**src/rtl/msi_frame_pkg.sv**
```systemverilog
package msi_frame_pkg;
  localparam int ADDR_W = 12;
  localparam int DATA_W = 32;
  localparam int NUM_W  = 10;

  localparam logic [ADDR_W-1:0] OFS_TYPE  = 12'h008;
  localparam logic [ADDR_W-1:0] OFS_SET   = 12'h040;
  localparam logic [ADDR_W-1:0] OFS_IDENT = 12'hFCC;
  localparam logic [ADDR_W-1:0] OFS_IDLO  = 12'hFD0;

  localparam logic [11:0] PRODUCT_CODE = 12'h051;
  localparam int MAX_LINES = 128;
  localparam int MAX_NUM   = 1020;

  // Packed window description: first served number high, count low.
  function automatic logic [DATA_W-1:0] type_word(input int first, input int cnt);
    logic [15:0] hi;
    logic [15:0] lo;
    hi = first[15:0];
    lo = cnt[15:0];
    return {hi, lo};
  endfunction

  function automatic logic [DATA_W-1:0] ident_word();
    return {PRODUCT_CODE, 20'h0_0000};
  endfunction

  function automatic logic in_window(input logic [NUM_W-1:0] num,
                                     input int first, input int cnt);
    int n;
    n = int'(num);
    return (n >= first) && (n < first + cnt);
  endfunction

  function automatic logic size_ok_wr(input logic [2:0] sz);
    return (sz == 3'd2) || (sz == 3'd4);
  endfunction
endpackage

```
**src/rtl/msi_reg_decode.sv**
```systemverilog
module msi_reg_decode
  import msi_frame_pkg::*;
#(
  parameter int FIRST    = 32,
  parameter int LINE_CNT = 64
) (
  input  logic              clk,
  input  logic              rst,
  input  logic [ADDR_W-1:0] addr,
  input  logic              rd,
  input  logic              wr,
  input  logic [2:0]        size,
  output logic [DATA_W-1:0] rdata,
  output logic              bad_access
);
  logic              rd_known;
  logic              wr_known;
  logic              rd_full;
  logic [DATA_W-1:0] rd_val;

  assign rd_known = (addr == OFS_TYPE) || (addr == OFS_IDENT) || (addr >= OFS_IDLO);
  assign wr_known = (addr == OFS_SET);
  assign rd_full  = (size == 3'd4);

  always_comb begin
    rd_val = '0;
    if (addr == OFS_TYPE)       rd_val = type_word(FIRST, LINE_CNT);
    else if (addr == OFS_IDENT) rd_val = ident_word();
  end

  always_ff @(posedge clk) begin
    if (rst) begin
      rdata      <= '0;
      bad_access <= 1'b0;
    end else begin
      rdata      <= (rd && rd_full) ? rd_val : '0;
      bad_access <= (rd && !rd_known) || (wr && !wr_known);
    end
  end

  AST_ERR_HAS_CAUSE: assert property (@(posedge clk) disable iff (rst)
    bad_access |-> $past(rd || wr));
  AST_RD_SIZE_ZERO: assert property (@(posedge clk) disable iff (rst)
    (rd && size != 3'd4) |=> (rdata == '0));
  AST_IDBLOCK_ZERO: assert property (@(posedge clk) disable iff (rst)
    (rd && addr >= OFS_IDLO) |=> (rdata == '0));
  AST_IDENT_CODE: assert property (@(posedge clk) disable iff (rst)
    (rd && rd_full && addr == OFS_IDENT) |=> (rdata[31:20] == 12'h051 && rdata[19:0] == '0));
  AST_RD_ONLY_WHEN_STROBED: assert property (@(posedge clk) disable iff (rst)
    !rd |=> (rdata == '0));
endmodule

```
**src/rtl/msi_doorbell.sv**
```systemverilog
module msi_doorbell
  import msi_frame_pkg::*;
#(
  parameter int FIRST    = 32,
  parameter int LINE_CNT = 64
) (
  input  logic                clk,
  input  logic                rst,
  input  logic                wr,
  input  logic [ADDR_W-1:0]   addr,
  input  logic [2:0]          size,
  input  logic [NUM_W-1:0]    num,
  output logic [LINE_CNT-1:0] pulse
);
  localparam logic [NUM_W-1:0] FIRST_N = NUM_W'(FIRST);

  logic             at_set;
  logic             num_hit;
  logic             set_hit;
  logic [NUM_W-1:0] idx;

  assign at_set  = wr && (addr == OFS_SET);
  assign num_hit = in_window(num, FIRST, LINE_CNT);
  assign set_hit = at_set && size_ok_wr(size) && num_hit;
  assign idx     = num - FIRST_N;

  for (genvar g = 0; g < LINE_CNT; g++) begin : g_line
    always_ff @(posedge clk) begin
      if (rst) pulse[g] <= 1'b0;
      else     pulse[g] <= set_hit && (idx == NUM_W'(g));
    end
  end

  AST_PULSE_ONEHOT: assert property (@(posedge clk) disable iff (rst)
    $onehot0(pulse));
  AST_PULSE_FROM_DOORBELL: assert property (@(posedge clk) disable iff (rst)
    (|pulse) |-> $past(wr && addr == OFS_SET));
  AST_OUT_OF_WINDOW_SILENT: assert property (@(posedge clk) disable iff (rst)
    (at_set && !num_hit) |=> (pulse == '0));
  AST_WR_SIZE_DROPPED: assert property (@(posedge clk) disable iff (rst)
    (wr && !size_ok_wr(size)) |=> (pulse == '0));
  AST_BACK_TO_BACK: assert property (@(posedge clk) disable iff (rst)
    set_hit |=> (|pulse));
endmodule

```
**src/rtl/msi_spi_frame.sv**
```systemverilog
module msi_spi_frame
  import msi_frame_pkg::*;
#(
  parameter int BASE_NUM = 0,
  parameter int LINE_CNT = 64
) (
  input  logic                clk,
  input  logic                rst,
  input  logic [11:0]         bus_addr,
  input  logic                bus_wr,
  input  logic                bus_rd,
  input  logic [2:0]          bus_size,
  input  logic [31:0]         bus_wdata,
  output logic [31:0]         bus_rdata,
  output logic [LINE_CNT-1:0] spi_pulse,
  output logic                bad_access
);
  localparam int FIRST = BASE_NUM + 32;

  if (LINE_CNT > MAX_LINES) begin : g_cnt_chk
    $error("msi_spi_frame: LINE_CNT exceeds 128");
  end
  if (FIRST + LINE_CNT > MAX_NUM) begin : g_top_chk
    $error("msi_spi_frame: window ends beyond interrupt number 1020");
  end

  msi_reg_decode #(.FIRST(FIRST), .LINE_CNT(LINE_CNT)) u_decode (
    .clk        (clk),
    .rst        (rst),
    .addr       (bus_addr),
    .rd         (bus_rd),
    .wr         (bus_wr),
    .size       (bus_size),
    .rdata      (bus_rdata),
    .bad_access (bad_access)
  );

  msi_doorbell #(.FIRST(FIRST), .LINE_CNT(LINE_CNT)) u_doorbell (
    .clk   (clk),
    .rst   (rst),
    .wr    (bus_wr),
    .addr  (bus_addr),
    .size  (bus_size),
    .num   (bus_wdata[NUM_W-1:0]),
    .pulse (spi_pulse)
  );

  AST_RESET_QUIET: assert property (@(posedge clk)
    $past(rst) |-> (spi_pulse == '0 && bus_rdata == '0 && !bad_access));
endmodule

```
**config.mk**
```make
export PLATFORM = sky130hd
export DESIGN_NAME = msi_spi_frame
export DESIGN_NICKNAME = d
export VERILOG_FILES = /design/src/rtl/msi_frame_pkg.sv /design/src/rtl/msi_reg_decode.sv /design/src/rtl/msi_doorbell.sv /design/src/rtl/msi_spi_frame.sv
export SDC_FILE = /design/constraint.sdc
export NUM_CORES = 1
export LEC_CHECK = 0
export ABC_AREA = 0
export CAP_MARGIN = 20
export CORE_ASPECT_RATIO = 1.4
export CORE_MARGIN = 2
export CORE_UTILIZATION = 35
export CTS_CLUSTER_DIAMETER = 120
export DETAILED_ROUTE_END_ITERATION = 7
export GPL_ROUTABILITY_DRIVEN = 0
export PLACE_DENSITY = 0.76
export RECOVER_POWER = 100
export SETUP_SLACK_MARGIN = 0.02
export SYNTH_ARGS = -nofsm -noshare
export SYNTH_HDL_FRONTEND = slang
export SYNTH_SLANG_ARGS = --single-unit
```
**constraint.sdc**
```tcl
create_clock -name clk -period 3.1 [get_ports clk]
set_input_delay 0.31 -clock clk [delete_from_list [all_inputs] [get_ports clk]]
set_output_delay 0.31 -clock clk [all_outputs]
set_load 0.03 [all_outputs]
```
-- Yosys cells after proc, flatten, opt, wreduce, memory -nomap -nowiden
Index checks and enable logic that the tools add are counted.
- bits in registers: 92
- input bits: 51
- word-level logic and storage cells: 222
- add/sub/neg operators: 1
- $lt $le $gt $ge: 3
- eq/ne operators: 68
- multiplexer cells: 2
- bitwise logic cells: 1
- reductions and logical operators: 80
- operators with widths (operator ; number):
    equality test 10 x 6 -> 1 bit (second input constant) ; 32
    equality test 10 x 5 -> 1 bit (second input constant) ; 16
    equality test 10 x 4 -> 1 bit (second input constant) ; 8
    logical AND 1 bit ; 71
    equality test 10 x 3 -> 1 bit (second input constant) ; 4
    2-to-1 mux 27 bit ; 1
    2-to-1 mux 22 bit ; 1
    equality test 10 x 2 -> 1 bit (second input constant) ; 2
    equality test 12 bit (second input constant) ; 1
    equality test 12 x 4 -> 1 bit (second input constant) ; 1
    equality test 12 x 7 -> 1 bit (second input constant) ; 1
    >= comparator 12 bit (second input constant) ; 1
    equality test 10 x 1 -> 1 bit (second input constant) ; 1
    >= comparator 10 x 6 -> 1 bit (second input constant) ; 1
    zero test 10 bit ; 1
    < comparator 10 x 7 -> 1 bit (second input constant) ; 1
    subtractor 10 x 6 -> 10 bit (second input constant) ; 1
    logical OR 1 bit ; 4
    equality test 3 x 2 -> 1 bit (second input constant) ; 1
    equality test 3 bit (second input constant) ; 1
    OR reduction 3 bit ; 1
    zero test 1 bit ; 2
    OR reduction 2 bit ; 1
    NOT 1 bit ; 1

-- Longest topological paths before layout
Gate-level depths: netlist of the first run.
- depth in word-level cells: 6
- mapped depth: 7
- gate-level depth less buffers: 6

-- Modules after synthesis
A second synthesis of the first run with hierarchy kept.
- cell total of the unflattened synthesis: 256
- area, all modules: 2517.4 sq um
- by module, submodules not included (module ; times used ; cells each ; area an instance (sq um)):
    msi_doorbell ; 1 ; 199 ; 2064.5
    msi_reg_decode ; 1 ; 57 ; 452.9

-- Least setup slack after synthesis of the first run
No wires, ideal clock.
- kind: input to register
- start point: in bus_wdata[5]
- end point: reg u_doorbell.pulse[8]
- library setup time: 79 ps
- data arrival time: 2004 ps
- slack: 1017 ps
- stages on the path: 7
- path buffers: 1
- cells stage by stage: inv_1 -> ha_1 -> or4bb_1 -> nor4_1 -> nand4_2 -> buf_6 -> nor3_1
- cells in the longest elaborated chain, start to end: 4
- ends and longest elaborated chain (what ; line ; text):
    from (decl) ; msi_spi_frame.sv:13 ; input logic [31:0] bus_wdata,
    parallel branches: the longest is 3 deep, another holds subtractor 10 x 6 -> 10 bit ; n/a ;
    logical AND 1 bit (*) ; msi_doorbell.sv:30 ; else pulse[g] <= set_hit && (idx == NUM_W'(g));
    to (signal, indexed assignment) ; msi_doorbell.sv:30 ;
    to (decl) ; msi_doorbell.sv:13 ; output logic [LINE_CNT-1:0] pulse
Mark *: on every way between the ends.
A chain may end at the register's enable or synchronous reset.

-- Final worst setup path of the first run
- start point: in bus_addr[8]
- end point: reg u_doorbell.pulse[63]
- cells in the longest elaborated chain, start to end: 5
- ends and longest elaborated chain (what ; line ; text):
    from (decl) ; msi_spi_frame.sv:9 ; input logic [11:0] bus_addr,
    equality test 12 x 7 -> 1 bit ; msi_doorbell.sv:22 ; assign at_set = wr && (addr == OFS_SET);
    logical AND 1 bit ; msi_doorbell.sv:22 ;
    logical AND 1 bit (2 in series) ; msi_doorbell.sv:24 ; assign set_hit = at_set && size_ok_wr(size) && num_hit;
    logical AND 1 bit ; msi_doorbell.sv:30 ;
No other way between the ends.

==> impl_metrics.toml, run 1 <==
[clocking]
tritoncts = "done"
cts_buffers = 9
clkTransAtPathRegs_ns = 0.07
ctsHtreeMaxLevel = 3
cts.path.max_buffers = 2
cts_resized = 0
clockRootBuffer = "clkbuf_8"
cts.sinks = 67
cts_setup_buffers = 0
ctsHoldBuffers = 0

[floorplanning]
die-height_um = 103
ios = 148
start_util = 0.355
core_um2 = 6890
die_width_um = 74.7
die_area_um2 = 7690
rows = 36

[pwr]
p_int_uw = 1300
pwr-share-clk = 0.414
combPwrFrac = 0.086
power.share.sequential = 0.500
power.density_nw_per_um2 = 483
p_switching_uw = 417
ir_drop_mv = 0.175
cellLeakagePower_uw = 0.00152
p_total_uw = 1720
p_sw_frac = 0.242

[finish]
layout-drive-gt1-share = 0.0888
area_delta_synth_final_pct = 45.4
antennaDiodeCount = 0
fin_nets = 386

[synth]
synth_ff_type = "dfxtp_1"
netlist_top_cells_count = "dfxtp_1, nor3_1, buf_4, nor2_1, clkbuf_1"
synth_area_leaders = "dfxtp_1, nor3_1, buf_4, nand4b_4, nor2_1"
synth_simple_gate_area_share = 0.279
synth_top_family_by_area = "simple AND/OR/NAND/NOR gates"
netlist.area_leader.share = 0.547
synth-adder-area-share = 0.0102
ys_ff_latch = 67
postSynthAreaPerCell_um2 = 10.3
synth_most_common_cell = "dfxtp_1"
netlist_area_um2 = 2450
synth-compound-area-share = 0.0373
synth_xor_area_frac = 0.00358
yosys_warnings = 0
synth.largest_area_cell = "dfxtp_1"
synth-edff-count = 0
synthArstFlopShare = 0
syn_inst = 237
yosysSeqAreaShare = 0.547
synth_mux_area_frac = 0
synth_cell_types = 41

[job]
maxCapViolations = 0

[worst_setup_path]
arrival_ns = 2.97
required_ns = 3.32
cp_max_fo = 16
crit_type = "input pin to register"
startpoint_type = "input pin"
setup.worst_path.start = "bus_addr[8]"
end_kind = "register"
cp-endpoint = "u_doorbell.pulse[63]"

[detailed_routing]
ant_nets = 0
wl_met1_um = 2020
routedWlPerCell_um = 12.6
vias_per_cell = 4.57
top_layer_used = "met4"
drtPass1Iterations = 4
drcViolationCount = 0
vias = 1978
wl_um = 5450
wl_met2_um = 2900
first_iter_violations = 70
met3_length_um = 438

[global_routing]
grt_pass1_wl_um = 8070
antenna_found_initial = 0
grt_use_total = 0.143
grt_start_max_net_pins = 17
grt_remaining_overflow = 0
first_global_vias = 1736

[sta]
fin_ws_ns = 0.353
period_share = 0.886
period_needed_ns = 2.75
fmax_mhz = 364
hold_viol_final = 0
rsz0062_at_grt = "false"
maxSlewHeadroom = 0.313
worst_slew_pin_slew_ns = 1.02
slew_viol_final = 0
setup_viol_count_final = 0
tns_ns = 0

[worst_hold_path]
hold_class = "input pin to register"

[placement]
hpwl_um = 4200
dp_slack_ns = 0.229
portBuffers = 98

[outcome]
status = "complete, no violations"
[power groups by stage]
stage | registers (µW) | clock network [µW] | logic (µW)
4_1_cts | 861 | 731 | 149
3_3_place_gp | 881 | 0 | 145
5_1_grt | 861 | 765 | 157
3_5_place_dp | 881 | 0 | 149
2_1_floorplan | 883 | 0 | 116
6_report | 861 | 712 | 148
[worst min-delay path by stage]
stage,startpoint,cells after the start,endpoint
floorplan,bus_wr,2,u_decode.bad_access
global placement,bus_wr,3,u_decode.bad_access
detailed placement,bus_rd,3,u_decode.bad_access
CTS,bus_wr,3,u_decode.bad_access
global route,bus_rd,3,u_decode.bad_access
finish,bus_wr,3,u_decode.bad_access
[critical path, cell delays in order]
cell and delay (ns):
clkdlybuf4s50_1 0.42, or4_1 0.55, nor3_1 0.84, nand4b_4 0.47, nor4_1 0.37
[layout make-up]
class                   count  area (µm²)
clock buffers              10         138
flip-flops and latches     67        1340
repair buffers            102        1010
multi-input cells         150         881
well taps                  95         119
fillers                   627        3330
clock inverters             6        65.1
inverters                   3        11.3
[sequential cells by signal (all words and copies together), names as in the netlist]
name                 flops
u_decode.rdata           2
u_decode.bad_access      1
u_doorbell.pulse        64
[through the flow]
step                      hold slack [ns]  std cells  cell area [µm²]   util
final                               0.605        433             3560  0.517
after global routing                0.642        433             3560  0.517
after floorplan                     0.481        263             2550      -
after CTS                           0.590        433             3590  0.522
after detailed placement            0.956        417             3390  0.492
after global placement              0.940        415             3380  0.490
[per-layer routing]
layer,vias up,GRT usage
met2,117,0.262
li1,963,-
met1,891,0.147
met5,-,0
met4,0,0.0577
met3,7,0.0450
[placed cells by master (no fill, tap or decap), types with 2 or more instances in the layout]
master,instances
ha_1,2
clkbuf_8,10
dlygate4sd3_1,71
nor2_1,12
clkdlybuf4s50_1,27
buf_4,2
conb_1,27
nor4_1,9
nor3_1,58
nand2_1,4
inv_1,3
nor2b_1,3
clkinv_4,2
dfxtp_1,67
clkinv_2,2
nand4b_4,2
o21ai_1,4
clkbuf_2,2
and3_1,2
nand2b_1,4
[cell families (layout without fill, tap and decap cells)]
| family | count (synthesis) | in the layout |
|---|---|---|
| xor gates and xnor gates | 1 | 1 |
| AOI/OAI and AO/OA | 10 | 10 |
| buffers and inverters | 46 | 121 |
| and+or+nand+nor | 110 | 110 |
| DFF | 67 | 67 |
| other | 1 | 27 |
| adders and majority gates | 2 | 2 |
No activity file was read; power rests on OpenSTA's default activity.
==> inputs of run 2 (changes only) <==
--- a/config.mk
+++ b/config.mk
@@ -8,14 +8,13 @@
 export ABC_AREA = 0
 export CAP_MARGIN = 20
 export CORE_ASPECT_RATIO = 1.4
-export CORE_MARGIN = 2
 export CORE_UTILIZATION = 35
 export CTS_CLUSTER_DIAMETER = 120
 export DETAILED_ROUTE_END_ITERATION = 7
 export GPL_ROUTABILITY_DRIVEN = 0
 export PLACE_DENSITY = 0.76
 export RECOVER_POWER = 100
-export SETUP_SLACK_MARGIN = 0.02
+export SETUP_SLACK_MARGIN = 0.3
 export SYNTH_ARGS = -nofsm -noshare
 export SYNTH_HDL_FRONTEND = slang
 export SYNTH_SLANG_ARGS = --single-unit
==> run 2 against run 1 <==
Effect of this change: sequential power about the same; clock-buffer cell count up 2; combinational power about the same; wire length down 0.18%; sequential share of layout area up 0.28 points; critical path depth unchanged; sequential cell count unchanged; via count down 2.0%; core utilization up 1.4 points; global-route usage up 1.4 points.
==> impl_metrics.toml, run 2 (synthesis gave the netlist of run 1 again) <==
[outcome]
status = "complete, no violations"

[worst_setup_path]
slowest_stage = "nor3_1"
end_kind = "register"
arrival_ns = 2.94
required_ns = 3.34
critPathMaxStageDelay_ns = 0.82
path_cells = "clkdlybuf4s50_1 -> or4_1 -> nor3_1 -> nand4b_4 -> nor4_1"
cp_max_fo = 16
crit_type = "input pin to register"
startpoint_type = "input pin"

[clocking]
cts.path.max_buffers = 2
clkTransAtPathRegs_ns = 0.07
ctsHtreeMaxLevel = 3
tritoncts = "done"
cts_resized = 0
cts_setup_buffers = 0
ctsHoldBuffers = 0
clockRootBuffer = "clkbuf_8"
cts_buffers = 9
cts.sinks = 67

[placement]
hpwl_um = 4130
portBuffers = 98
dp_slack_ns = 0.196
dpl.cell_count = 414
place_area_um2 = 3390

[floorplanning]
die_width_um = 72.7
rows = 35
die_area_um2 = 7340
core_um2 = 6660
start_util = 0.368
die-height_um = 101
ios = 148

[detailed_routing]
vias_per_cell = 4.51
drcViolationCount = 0
routedWlPerCell_um = 12.6
first_iter_violations = 81
vias = 1939
ant_nets = 0
drtPass1Iterations = 4
wl_um = 5440

[finish]
antennaDiodeCount = 0
largest_reg_flops = 64
final_cell_mix = "dlygate4sd3_1, dfxtp_1, nor3_1"
largestRegisters = "u_doorbell.pulse x64, u_decode.rdata x2, u_decode.bad_access x1"
fin_nets = 386
area_delta_synth_final_pct = 44.3
top_register = "u_doorbell.pulse"
layout-drive-gt1-share = 0.0828
stdcell_count = 430
final_area_um2 = 3530
mostFrequentLayoutCell = "dlygate4sd3_1"

[sta]
worst_slew_pin_slew_ns = 0.975
slew_viol_final = 0
rsz0062_at_grt = "false"
period_share = 0.874
setup_viol_count_final = 0
period_needed_ns = 2.71
maxSlewHeadroom = 0.345
hold_viol_final = 0
tns_ns = 0
fmax_mhz = 369
fin_ws_ns = 0.391

[global_routing]
first_global_vias = 1794
grt_remaining_overflow = 0
antenna_found_initial = 0
grt_start_max_net_pins = 17
grt_pass1_wl_um = 8520
grt_use_total = 0.157

[pwr]
power.density_nw_per_um2 = 466
p_total_uw = 1650
cellLeakagePower_uw = 0.00151
ir_drop_mv = 0.185

[job]
maxCapViolations = 0

[worst_hold_path]
hold_class = "input pin to register"
-- run 2: changes by cell type in the layout (fill, tap and decap cells not counted), sizes merged --
cell | previous run | this run
clkbuf | 12 | 14
clkinv | 4 | 2
bufinv | 1 | 0
clkinvlp | 1 | 2
-- run 2: critical path, delay by kind of cell --
kind / cells / cell delay, ns
buf+inv: 1 / 0.43
simple gates: 4 / 2.20
-- run 2: stage by stage --
stage / util / hold slack [ns]
after detailed placement: 0.510 / 0.957
after global routing: 0.531 / 0.626
after CTS: 0.537 / 0.592
final: 0.531 / 0.605
after floorplan: - / 0.481
after global placement: 0.507 / 0.953
-- run 2: final cells by class --
| type | instances | area (µm²) |
|---|---|---|
| tap | 92 | 115 |
| multi-input combinational | 150 | 877 |
| inverter | 3 | 11.3 |
| clock buffer | 12 | 155 |
| clock inverter | 4 | 25.0 |
| sequential | 67 | 1340 |
| timing repair buffer | 102 | 1010 |
| fill | 637 | 3120 |
-- run 2: worst paths after layout --
check	startpoint	to	slack (ns)	cells past startpoint
max	bus_addr[9]	u_doorbell.pulse[63]	0.39	5
min	bus_wr	u_decode.bad_access	0.60	3
-- run 2: power by group --
part	internal [µW]	switching [µW]
clock	331	307
combinational	50.2	97.6
sequential	862	0.261
total	1240	405
-- run 2: metal layers --
metal	GRT usage	wire [µm]	vias up	share of wire
li1	-	-	968	-
met5	0	0	-	0
met2	0.297	2970	96	0.55
met3	0.0450	339	8	0.062
met4	0.0588	74	0	0.014
met1	0.158	2050	867	0.38
==> inputs of run 3 (changes only) <==
--- a/config.mk
+++ b/config.mk
@@ -15,6 +15,7 @@
 export PLACE_DENSITY = 0.76
 export RECOVER_POWER = 100
 export SETUP_SLACK_MARGIN = 0.3
+export SLEW_MARGIN = 20
 export SYNTH_ARGS = -nofsm -noshare
 export SYNTH_HDL_FRONTEND = slang
 export SYNTH_SLANG_ARGS = --single-unit
==> run 3 against run 2 <==
Effect of this change: cell count fell by 0.47%; highest routed layer unchanged; critical path type unchanged; sequential power hardly changed; wire length rose by 1.1%; setup slack lost 0.0051 ns.
==> impl_metrics.toml, run 3 (synthesis gave the netlist of run 1 again) <==
[global_routing]
first_global_vias = 1692
grt_start_max_net_pins = 17
grt_use_total = 0.154
antenna_found_initial = 0
grt_pass1_wl_um = 8360
grt_remaining_overflow = 0

[sta]
period_needed_ns = 2.71
fmax_mhz = 368
tns_ns = 0
period_share = 0.876
setup_viol_count_final = 0
slew_viol_final = 0
fin_ws_ns = 0.386
rsz0062_at_grt = "false"
worst_slew_pin_slew_ns = 0.982
hold_viol_final = 0
maxSlewHeadroom = 0.340

[finish]
layout-drive-gt1-share = 0.0833
seq_area_um2 = 1340
antennaDiodeCount = 0
mostFrequentLayoutCell = "dlygate4sd3_1"
fin_nets = 385
final_util = 0.535
n_fill_cell = 609
largest_reg_flops = 64
largestRegisters = "u_doorbell.pulse x64, u_decode.rdata x2, u_decode.bad_access x1"
multiInputGateArea_um2 = 881
area_delta_synth_final_pct = 45.4
stdcell_count = 428
final_cell_mix = "dlygate4sd3_1, dfxtp_1, nor3_1"
top_register = "u_doorbell.pulse"

[worst_setup_path]
required_ns = 3.32
cp_max_fo = 16
crit_type = "input pin to register"
arrival_ns = 2.94
end_kind = "register"
startpoint_type = "input pin"

[floorplanning]
core_um2 = 6660
start_util = 0.368
die_area_um2 = 7340
die-height_um = 101
rows = 35
ios = 148
die_width_um = 72.7

[worst_hold_path]
min_path_cells = 3
hold_class = "input pin to register"
min_to = "u_decode.bad_access"
hold_start = "bus_wr"

[clocking]
cts_setup_buffers = 0
cts.sinks = 67
cts_buffers = 9
cts_resized = 0
ctsHoldBuffers = 0
tritoncts = "done"
clkTransAtPathRegs_ns = 0.07
ctsHtreeMaxLevel = 3
cts.path.max_buffers = 2
clockRootBuffer = "clkbuf_8"

[detailed_routing]
routedWlPerCell_um = 12.8
drcViolationCount = 0
wl_um = 5490
vias_per_cell = 4.50
drtPass1Iterations = 4
first_iter_violations = 78
vias = 1927
ant_nets = 0

[pwr]
power.density_nw_per_um2 = 501
cellLeakagePower_uw = 0.00152
ir_drop_mv = 0.260

[placement]
dpl.cell_count = 413
portBuffers = 98
hpwl_um = 4060
dp_slack_ns = 0.204

[outcome]
status = "complete, no violations"

[job]
maxCapViolations = 0
[run 3: changes by cell type in the layout (fill, tap and decap cells not counted), sizes merged]
cell	previous run	this run
buf	2	1
bufinv	0	2
clkbuf	14	12
clkinvlp	2	1
[run 3: cell type report]
| type | count | area share |
|---|---|---|
| Inverter | 3 | 0.00316 |
| Sequential cell | 67 | 0.377 |
| Multi-Input combinational cell | 150 | 0.247 |
| Clock buffer | 10 | 0.0386 |
| Clock inverter | 5 | 0.0218 |
| Tap cell | 92 | 0.0323 |
| Timing Repair Buffer | 101 | 0.280 |
[run 3: power breakdown]
group / internal (µW) / leakage, µW / switching [µW] / total [µW]
Sequential: 861 / 0.000540 / 0.251 / 862
Combinational: 49.4 / 0.000876 / 98.4 / 148
Clock: 467 / 0.000108 / 308 / 776
Total: 1380 / 0.00152 / 407 / 1780
[run 3: critical path: stages]
cell and delay [ns]:
clkdlybuf4s50_1 0.56, inv_1 0.08, ha_1 0.26, or4bb_1 0.50
nor4_1 0.53, nand4_2 0.16, clkbuf_2 0.30, nor4_1 0.23
[run 3: metrics by stage]
stage                     cell area, µm²  hold WS, ns  total power, µW
after global routing                3560        0.640             1850
after detailed placement            3380        0.964             1030
final                               3560        0.611             1780
after floorplan                     2550        0.481             1000
after CTS                           3600        0.595             1800
after global placement              3370        0.953             1030
[run 3: how the worst max path moves through the flow]
stage            startpoint              endpoint  depth (start not counted)
2_1_floorplan  bus_wdata[5]   u_doorbell.pulse[8]                          7
3_3_place_gp   bus_wdata[5]   u_doorbell.pulse[0]                          8
3_5_place_dp   bus_wdata[5]   u_doorbell.pulse[0]                          8
4_1_cts        bus_wdata[5]   u_doorbell.pulse[0]                          8
5_1_grt         bus_addr[9]  u_doorbell.pulse[52]                          5
6_report       bus_wdata[5]   u_doorbell.pulse[0]                          8
[run 3: routing by layer]
layer	wire [µm]	part of all wire	up-vias	track usage
li1	-	-	966	-
met1	2130	0.39	859	0.161
met2	3000	0.55	100	0.287
met3	343	0.062	2	0.0420
met4	28	0.0051	0	0.0588
met5	0	0	-	0
